[src/rtl/edgeIrqPkg.sv]
package edgeIrqPkg;

  typedef enum logic [1:0] {
    REG_NONE = 2'd0,
    REG_CTRL = 2'd1,
    REG_RISE = 2'd2,
    REG_FALL = 2'd3
  } regSel_e;

  typedef enum logic [1:0] {
    OP_WRITE = 2'd0,
    OP_SET   = 2'd1,
    OP_CLEAR = 2'd2
  } wrOp_e;

  // strobes from address decode to the register datapath
  typedef struct packed {
    logic    wrStb;
    regSel_e sel;
    wrOp_e   op;
  } regStb_t;

  localparam int NUM_REGS = 3;
  localparam int ALIAS_SPAN = 3;

endpackage

[src/rtl/edgeIrqCtrl.sv]
module edgeIrqCtrl
  import edgeIrqPkg::*;
#(
  parameter int ADDR_W = 6,
  parameter logic [ADDR_W-1:0] CTRL_BASE = 6'h0A,
  parameter logic [ADDR_W-1:0] RISE_BASE = 6'h0D,
  parameter logic [ADDR_W-1:0] FALL_BASE = 6'h10
) (
  input  logic              clk,
  input  logic              rstN,
  input  logic [ADDR_W-1:0] regAddr,
  input  logic              regWrEn,
  output regStb_t           stb
);

  localparam logic [ADDR_W-1:0] BASES [NUM_REGS] = '{CTRL_BASE, RISE_BASE, FALL_BASE};

  logic [NUM_REGS-1:0] hitVec;
  logic [1:0]          offVec [NUM_REGS];

  for (genvar r = 0; r < NUM_REGS; r++) begin : g_win
    logic [ADDR_W-1:0] diff;
    assign diff      = regAddr - BASES[r];
    assign hitVec[r] = (diff < ADDR_W'(ALIAS_SPAN));
    assign offVec[r] = diff[1:0];
  end

  always_comb begin
    stb.sel = REG_NONE;
    stb.op  = OP_WRITE;
    for (int r = 0; r < NUM_REGS; r++) begin
      if (hitVec[r]) begin
        stb.sel = regSel_e'(2'(r + 1));
        stb.op  = wrOp_e'(offVec[r]);
      end
    end
    stb.wrStb = regWrEn && (stb.sel != REG_NONE);
  end

  // a decoded alias never yields the unused operation code
  p_op_legal_r1: assert property (@(posedge clk) disable iff (!rstN)
    (stb.sel != REG_NONE) |-> (stb.op != 2'd3));

endmodule

[src/rtl/edgeIrqData.sv]
module edgeIrqData
  import edgeIrqPkg::*;
#(
  parameter int STAT_W      = 5,
  parameter int DATA_W      = 8,
  parameter int CTRL_W      = 3,
  parameter int SYNC_STAGES = 2,
  parameter int ID_BIT      = 4,
  parameter int ID_CTRL_BIT = 0,
  parameter logic [STAT_W-1:0] EN_RESET   = '1,
  parameter logic [CTRL_W-1:0] CTRL_RESET = 3'b110
) (
  input  logic              clk,
  input  logic              rstN,
  input  regStb_t           stb,
  input  logic [DATA_W-1:0] wrData,
  output logic [DATA_W-1:0] rdData,
  input  logic [STAT_W-1:0] statusIn,
  input  logic              irqAck,
  output logic              irqOut,
  output logic              evtValid,
  output logic [STAT_W-1:0] evtStatus,
  output logic [CTRL_W-1:0] ctrlOut
);

  function automatic logic [STAT_W-1:0] applyOp(input logic [STAT_W-1:0] cur,
                                                input logic [STAT_W-1:0] d,
                                                input wrOp_e op);
    case (op)
      OP_SET:   return cur | d;
      OP_CLEAR: return cur & ~d;
      default:  return d;
    endcase
  endfunction

  logic [CTRL_W-1:0] ctrlReg;
  logic [STAT_W-1:0] riseEn, fallEn;
  logic [STAT_W-1:0] wrLow, ctrlExt, ctrlNext;
  logic [STAT_W-1:0] syncQ [SYNC_STAGES];
  logic [STAT_W-1:0] effStat, prevStat, riseHit, fallHit;
  logic              anyHit;
  logic              unusedBits;

  assign wrLow      = wrData[STAT_W-1:0];
  assign ctrlExt    = STAT_W'(ctrlReg);
  assign ctrlNext   = applyOp(ctrlExt, wrLow, stb.op);
  assign unusedBits = ^{wrData[DATA_W-1:STAT_W], ctrlNext[STAT_W-1:CTRL_W]};

  // register writes through write/set/clear aliases
  always_ff @(posedge clk or negedge rstN) begin
    if (!rstN) begin
      ctrlReg <= CTRL_RESET;
      riseEn  <= EN_RESET;
      fallEn  <= EN_RESET;
    end else if (stb.wrStb) begin
      case (stb.sel)
        REG_CTRL: ctrlReg <= ctrlNext[CTRL_W-1:0];
        REG_RISE: riseEn  <= applyOp(riseEn, wrLow, stb.op);
        REG_FALL: fallEn  <= applyOp(fallEn, wrLow, stb.op);
        default:  ;
      endcase
    end
  end

  always_comb begin
    case (stb.sel)
      REG_CTRL: rdData = DATA_W'(ctrlReg);
      REG_RISE: rdData = DATA_W'(riseEn);
      REG_FALL: rdData = DATA_W'(fallEn);
      default:  rdData = '0;
    endcase
  end

  // input synchronizer
  always_ff @(posedge clk or negedge rstN) begin
    if (!rstN) begin
      for (int s = 0; s < SYNC_STAGES; s++) syncQ[s] <= '0;
    end else begin
      syncQ[0] <= statusIn;
      for (int s = 1; s < SYNC_STAGES; s++) syncQ[s] <= syncQ[s-1];
    end
  end

  always_comb begin
    effStat         = syncQ[SYNC_STAGES-1];
    effStat[ID_BIT] = effStat[ID_BIT] & ctrlReg[ID_CTRL_BIT];
  end

  assign riseHit = effStat & ~prevStat & riseEn;
  assign fallHit = ~effStat & prevStat & fallEn;
  assign anyHit  = |(riseHit | fallHit);

  always_ff @(posedge clk or negedge rstN) begin
    if (!rstN) begin
      prevStat  <= '0;
      evtValid  <= 1'b0;
      evtStatus <= '0;
      irqOut    <= 1'b0;
    end else begin
      prevStat <= effStat;
      evtValid <= anyHit;
      if (anyHit) evtStatus <= effStat;
      irqOut   <= anyHit | (irqOut & ~irqAck);
    end
  end

  assign ctrlOut = ctrlReg;

  // an event strobe always comes with the interrupt raised
  p_evt_sets_irq_r10: assert property (@(posedge clk) disable iff (!rstN)
    evtValid |-> irqOut);

  // the interrupt holds while not acknowledged
  p_irq_hold_r10: assert property (@(posedge clk) disable iff (!rstN)
    (irqOut && !irqAck) |=> irqOut);

  // acknowledge without a new event drops the interrupt
  p_ack_clears_r10: assert property (@(posedge clk) disable iff (!rstN)
    ($past(irqAck) && !evtValid) |-> !irqOut);

  // an event reflects a real change of the synchronized status
  p_evt_change_r6: assert property (@(posedge clk) disable iff (!rstN)
    evtValid |-> (evtStatus != $past(prevStat)));

  // a snapshot taken with ID sampling off shows ID low
  p_id_gate_r9: assert property (@(posedge clk) disable iff (!rstN)
    (evtValid && !$past(ctrlReg[ID_CTRL_BIT])) |-> !evtStatus[ID_BIT]);

endmodule

[src/rtl/edgeIrqRegBank.sv]
module edgeIrqRegBank
  import edgeIrqPkg::*;
#(
  parameter int ADDR_W = 6,
  parameter int DATA_W = 8,
  parameter int STAT_W = 5
) (
  input  logic              clk,
  input  logic              rstN,
  input  logic [ADDR_W-1:0] regAddr,
  input  logic              regWrEn,
  input  logic [DATA_W-1:0] regWrData,
  output logic [DATA_W-1:0] regRdData,
  input  logic [STAT_W-1:0] statusIn,
  input  logic              irqAck,
  output logic              irqOut,
  output logic              evtValid,
  output logic [STAT_W-1:0] evtStatus,
  output logic              dmPullDown,
  output logic              dpPullDown,
  output logic              idSampleEn
);

  localparam int CTRL_W = 3;

  regStb_t           stb;
  logic [CTRL_W-1:0] ctrlBits;

  edgeIrqCtrl #(.ADDR_W(ADDR_W)) i_ctrl (
    .clk     (clk),
    .rstN    (rstN),
    .regAddr (regAddr),
    .regWrEn (regWrEn),
    .stb     (stb)
  );

  edgeIrqData #(.STAT_W(STAT_W), .DATA_W(DATA_W), .CTRL_W(CTRL_W)) i_data (
    .clk       (clk),
    .rstN      (rstN),
    .stb       (stb),
    .wrData    (regWrData),
    .rdData    (regRdData),
    .statusIn  (statusIn),
    .irqAck    (irqAck),
    .irqOut    (irqOut),
    .evtValid  (evtValid),
    .evtStatus (evtStatus),
    .ctrlOut   (ctrlBits)
  );

  assign dmPullDown = ctrlBits[2];
  assign dpPullDown = ctrlBits[1];
  assign idSampleEn = ctrlBits[0];

endmodule

[config.mk]
export PLATFORM = sky130hd
export DESIGN_NAME = edgeIrqRegBank
export DESIGN_NICKNAME = d
export VERILOG_FILES = /design/src/rtl/edgeIrqPkg.sv /design/src/rtl/edgeIrqCtrl.sv /design/src/rtl/edgeIrqData.sv /design/src/rtl/edgeIrqRegBank.sv
export SDC_FILE = /design/constraint.sdc
export NUM_CORES = 1
export LEC_CHECK = 0
export ABC_AREA = 1
export BUFFER_PORTS_ARGS = -buffer_cell sky130_fd_sc_hd__clkbuf_2
export CAP_MARGIN = 10
export CORE_ASPECT_RATIO = 1.25
export CORE_MARGIN = 2
export CORE_UTILIZATION = 40
export DETAILED_ROUTE_END_ITERATION = 10
export GPL_TIMING_DRIVEN = 0
export PLACE_DENSITY_LB_ADDON = 0.3
export SLEW_MARGIN = 20
export SYNTH_ARGS = -nofsm -noshare
export SYNTH_HDL_FRONTEND = slang
export SYNTH_SLANG_ARGS = --single-unit
[constraint.sdc]
create_clock -name clk -period 5.8 [get_ports clk]
set_input_delay 1.74 -clock clk [delete_from_list [all_inputs] [get_ports clk]]
set_output_delay 1.74 -clock clk [all_outputs]
set_load 0.005 [all_outputs]
* After elaboration in Yosys (flattened, before gate mapping)
Index checks and enable logic that the tools add are counted.
Word-level totals: memories kept 0, output and inout bits 18, flip-flop bits (word level) 35, bits in latches 0, bits in read-only memories 0, memory bits (writable) 0, bits of input ports 23, word-level logic and storage cells 51
Operators by class: multiply operators 0, equality and inequality tests 5, divide/modulo/power cells 0, mux-type cells 7, bitwise logic cells 18, reductions and logical operators 6, add/sub/neg operators 3, magnitude comparators 3, shift operators 0
Operators by type and width (count):
- bitwise AND 5 bit | 6
- one-hot mux 5 bit (2 select lines) | 2
- < comparator 6 x 2 -> 1 bit, second input constant | 3
- NOT 5 bit | 3
- OR 5 bit | 3
- one-hot mux 5 bit (3 select lines) | 1
- subtractor 6 x 4 -> 6 bit, second input constant | 2
- 2-to-1 mux 4 bit | 2
- == test 2 bit, second input constant | 3
- one-hot mux 3 bit (2 select lines) | 1
- AND reduction 2 bit | 3
- subtractor 6 x 5 -> 6 bit, second input constant | 1
- OR reduction 5 bit | 1
- == test 2 x 1 -> 1 bit, second input constant | 2
- bitwise AND 3 bit | 1
- 2-to-1 mux 3 bit | 1
- OR 3 bit | 1
- bitwise AND 1 bit | 2
- nonzero test 2 bit | 1
- logical AND 1 bit | 1
- NOT 1 bit | 1
- OR 1 bit | 1

* Longest topological paths before layout
depth after elaboration 8, mapped depth 21

* By module
A second synthesis with hierarchy kept.
Second synthesis, totals: cell total of the unflattened synthesis 245, area, all modules 1978.1 µm²
By module, submodules not included:
- edgeIrqData | times used 1, area each 1580.3 µm², cells each 174
- edgeIrqCtrl | times used 1, area each 397.9 µm², cells each 71

* Worst setup path before layout
OpenSTA, ideal clock, no wires.
path type input-to-output, from input port regAddr[1], to output port regRdData[0], slack 1.314 ns, data arrival time 2.746 ns, buffers on the path 0, required time 4.060 ns, stages on the path 12, cell sequence inv_1 ha_1 nand2_1 nand2_1 nand3_1 nor2_2 nand2_4 nor2_8 nand2_1 nand2_1 inv_1 nand2_1
On the way: cells in the longest elaborated chain, start to end 7, elaborated cells between the ends (all ways) 13, classes of those cells 3 x add/sub; 3 x order compare; 3 x eq/ne; 4 x mux
RTL lines:
- start, declared | RTL line edgeIrqRegBank.sv:10 | input logic [ADDR_W-1:0] regAddr,
- subtractor 6 x 4 -> 6 bit | RTL line edgeIrqCtrl.sv:23 | assign diff = regAddr - BASES[r];
- < comparator 6 x 2 -> 1 bit | RTL line edgeIrqCtrl.sv:24 | assign hitVec[r] = (diff < ADDR_W'(ALIAS_SPAN));
- 2-to-1 mux 3 bit | RTL line edgeIrqCtrl.sv:32 | if (hitVec[r]) begin
- 2-to-1 mux 4 bit | RTL line edgeIrqCtrl.sv:32
- 2-to-1 mux 4 bit (*) | RTL line edgeIrqCtrl.sv:32
- == test 2 bit or == test 2 x 1 -> 1 bit (tied branches) | RTL line edgeIrqData.sv:66 | case (stb.sel)
- one-hot mux 5 bit (3 select lines) (*) | RTL line edgeIrqData.sv:66
- end, declared | RTL line edgeIrqRegBank.sv:13 | output logic [DATA_W-1:0] regRdData,
Every way passes the cells marked *; elsewhere a longest branch is shown, timed or not.

* Final worst setup path
Same ends and word-level chain as after synthesis.

==> flow_summary.yaml <==
clock_tree:
  htree_levels: 2
  hold_buffers: 0
  postCtsSetupBuffers: 0
  cts.sinks: 35
  clk_latency_ns: 0.29
  cts_root_buf: "clkbuf_8"
  cts-buffers-inserted: 5
  post_cts_resized: 0
  cts_max_path_buffers: 2
  clkTransAtPathRegs_ns: 0.08
  cts_tree: "yes"
sta:
  setup_violations: 0
  tightest_slew_ns: 0.855
  skew_ns: 0.00663
  finalCritPeriodShare_pct: 86.6
  fmax_mhz: 199
  rsz0062_at_grt: "no"
  relSlewSlack_pct: 43.0
  hold_viol_final: 0
  holdWs_ns: 0.343
  finalCriticalPeriod_ns: 5.02
  fin_setup_tns_ns: 0
  drv_slew: 0
yosys:
  avgSynthCellArea_um2: 7.99
  synth_cells: 255
  yosysWarnings: 0
  ys_seq_elements: 35
  yosysTopAreaCell: "dfrtp_1"
  ys_top_cells_by_area: "dfrtp_1 28%, dfstp_2 15%, nand2_1 13%"
  netlist_area_um2: 2040
  synth_cell_types: 29
  synth_top_area_share_pct: 28.3
  yosysSeqAreaShare_pct: 43.7
global_route:
  grt_pass1_wl_um: 7290
  grt_pass1_vias: 1629
  grt_max_degree: 36
  grt_use_total_pct: 17.0
  overflow: 0
  antenna_found_initial: 0
status:
  outcome: "finished clean"
drt:
  wl_per_cell_um: 11.8
  vias: 1672
  dr.pass1.iters: 4
  ant_nets: 0
  vias_per_cell: 4.63
  first_iter_violations: 69
  drc: 0
  drt_wl_total_um: 4260
floorplanning:
  io_pins: 41
  initial_core_util_pct: 40.7
  die-area_um2: 5680
  rows: 29
  core_um2: 5010
  die_h_um: 83.8
  die_x_um: 67.8
critical_path:
  worst_setup_path_startpoint: "regAddr[1]"
  r2r_start: "i_data.riseEn[2]"
  r2r_setup_slack_ns: 4.34
  arrival_ns: 3.28
  critPathCaptureType: "output pin"
  path_class: "in2out"
  crit_fanout: 7
  cp-start-kind: "input port"
  cp.required_ns: 4.06
  crit_end: "regRdData[0]"
  rr_endpoint: "i_data.evtStatus[2]"
  reg2reg_depth: 6
worst_hold_path:
  hp-start: "i_data.syncQ[6]"
  hold_path.class: "reg2reg"
layout:
  syn2layout_area_growth_pct: 16.7
  antennaDiodeCount: 0
  drive_above_1_share_pct: 27.4
  nets: 330
  n_fill_cell: 513
placed_design:
  gp_congestion: 0.799
  io_buffers: 34
  dp_hpwl_um: 3170
power:
  p_leak_uw: 0.00126
  max-vdd-ir-drop_uv: 214
  power_density_nw_per_um2: 293
run:
  drv_cap: 0
power by group:
part / internal [uW] / switching (uW)
sequential: 310 / 36.3
combinational: 70.7 / 104
clock: 83.9 / 92.1
stage by stage:
stage          total power, uW  cells  utilization [%]  worst slack [ns]  cell area [um^2]
4_1_cts                    703    361             47.5             0.769              2380
3_5_place_dp               526    353             45.8             0.775              2290
2_1_floorplan              454    257                -              1.31              2040
6_report                   697    361             47.5             0.776              2380
5_1_grt                    743    361             47.5             0.572              2380
3_3_place_gp               521    353             45.8             0.767              2290
area by class of cell:
type	instances	area (um^2)	share of cell area (%)
inverters	41	156	6.58
flip-flops and latches	35	891	37.5
multi-input cells	176	966	40.6
well taps	62	77.6	3.26
clock inverters	2	12.5	0.526
plain buffers	5	31.3	1.32
repair buffers	34	170	7.16
clock buffers	6	72.6	3.05
sequential cells by signal, summed over array words and instances, names as in the netlist:
register          flops
i_data.effStat        4
i_data.syncQ          6
i_data.prevStat       5
i_data.ctrlOut        3
i_data.irqOut         1
i_data.fallEn         5
i_data.evtValid       1
i_data.evtStatus      5
i_data.riseEn         5
cells in the mapped netlist:
master / n
nand2_1: 71
inv_1: 37
nor2_1: 24
dfrtp_1: 23
o21ai_0: 16
dfstp_2: 12
a21oi_1: 10
ha_1: 9
a21oi_2: 7
nand3_1: 6
o21ai_2: 5
nand4_1: 4
a31oi_1: 3
buf_4: 3
inv_2: 3
nor2_2: 3
nor2_8: 3
mux2i_1: 2
nand2_4: 2
nand3b_1: 2
o22ai_1: 2
buf_2: 1
clkbuf_1: 1
conb_1: 1
inv_4: 1
nand2_2: 1
nor3_1: 1
o2111ai_1: 1
o21bai_1: 1
worst min path at each step:
stage	slack, ns	endpoint	cells past startpoint
2_1_floorplan	0.33	i_data.effStat[0]	0
3_3_place_gp	0.33	i_data.effStat[2]	0
3_5_place_dp	0.34	i_data.effStat[0]	0
4_1_cts	0.35	i_data.effStat[1]	0
5_1_grt	0.36	i_data.effStat[3]	0
6_report	0.34	i_data.effStat[1]	0
layer usage:
layer | track usage (%) | wire, um | up-vias | share of wire [%]
met4 | 5.45 | 62 | 0 | 1.5
met5 | 0 | 0 | - | 0
met2 | 27.9 | 2100 | 40 | 49
met1 | 22.1 | 1920 | 744 | 45
met3 | 3.37 | 180 | 6 | 4.2
li1 | - | - | 882 | -
cell families (layout without fill, tap and decap cells):
logic type      after synthesis  count (layout)  share of synthesized area, %
compound gates               45              45                          13.9
fa+ha+maj                     9               9                          5.53
buf+inv                      46              88                          9.21
flops                        35              35                          43.7
mux                           2               2                         0.983
other cells                   1               3                         0.184
simple gates                117             117                          26.5
worst max-delay path, stage by stage:
cell,delay [ns]
clkbuf_2,0.18
inv_1,0.15
ha_1,0.22
nand2_1,0.08
nand3_1,0.07
nand2_1,0.09
inv_1,0.07
nand2_4,0.11
nand2_1,0.09
nor2_2,0.20
nand2_1,0.07
nand2_1,0.09
clkbuf_2,0.11
cells in the final DEF, fill, tap and decap left out, types with 5 or more instances in the layout:
cell / netlist / layout
clkbuf_8: 0 / 5
dfrtp_1: 23 / 23
nor2_1: 24 / 24
nand3_1: 6 / 6
dfstp_2: 12 / 12
inv_1: 37 / 37
nand2_1: 71 / 71
a21oi_1: 10 / 10
clkbuf_2: 0 / 34
o21ai_0: 16 / 16
a21oi_2: 7 / 7
ha_1: 9 / 9
o21ai_2: 5 / 5
(Power assumes the default switching activity.)
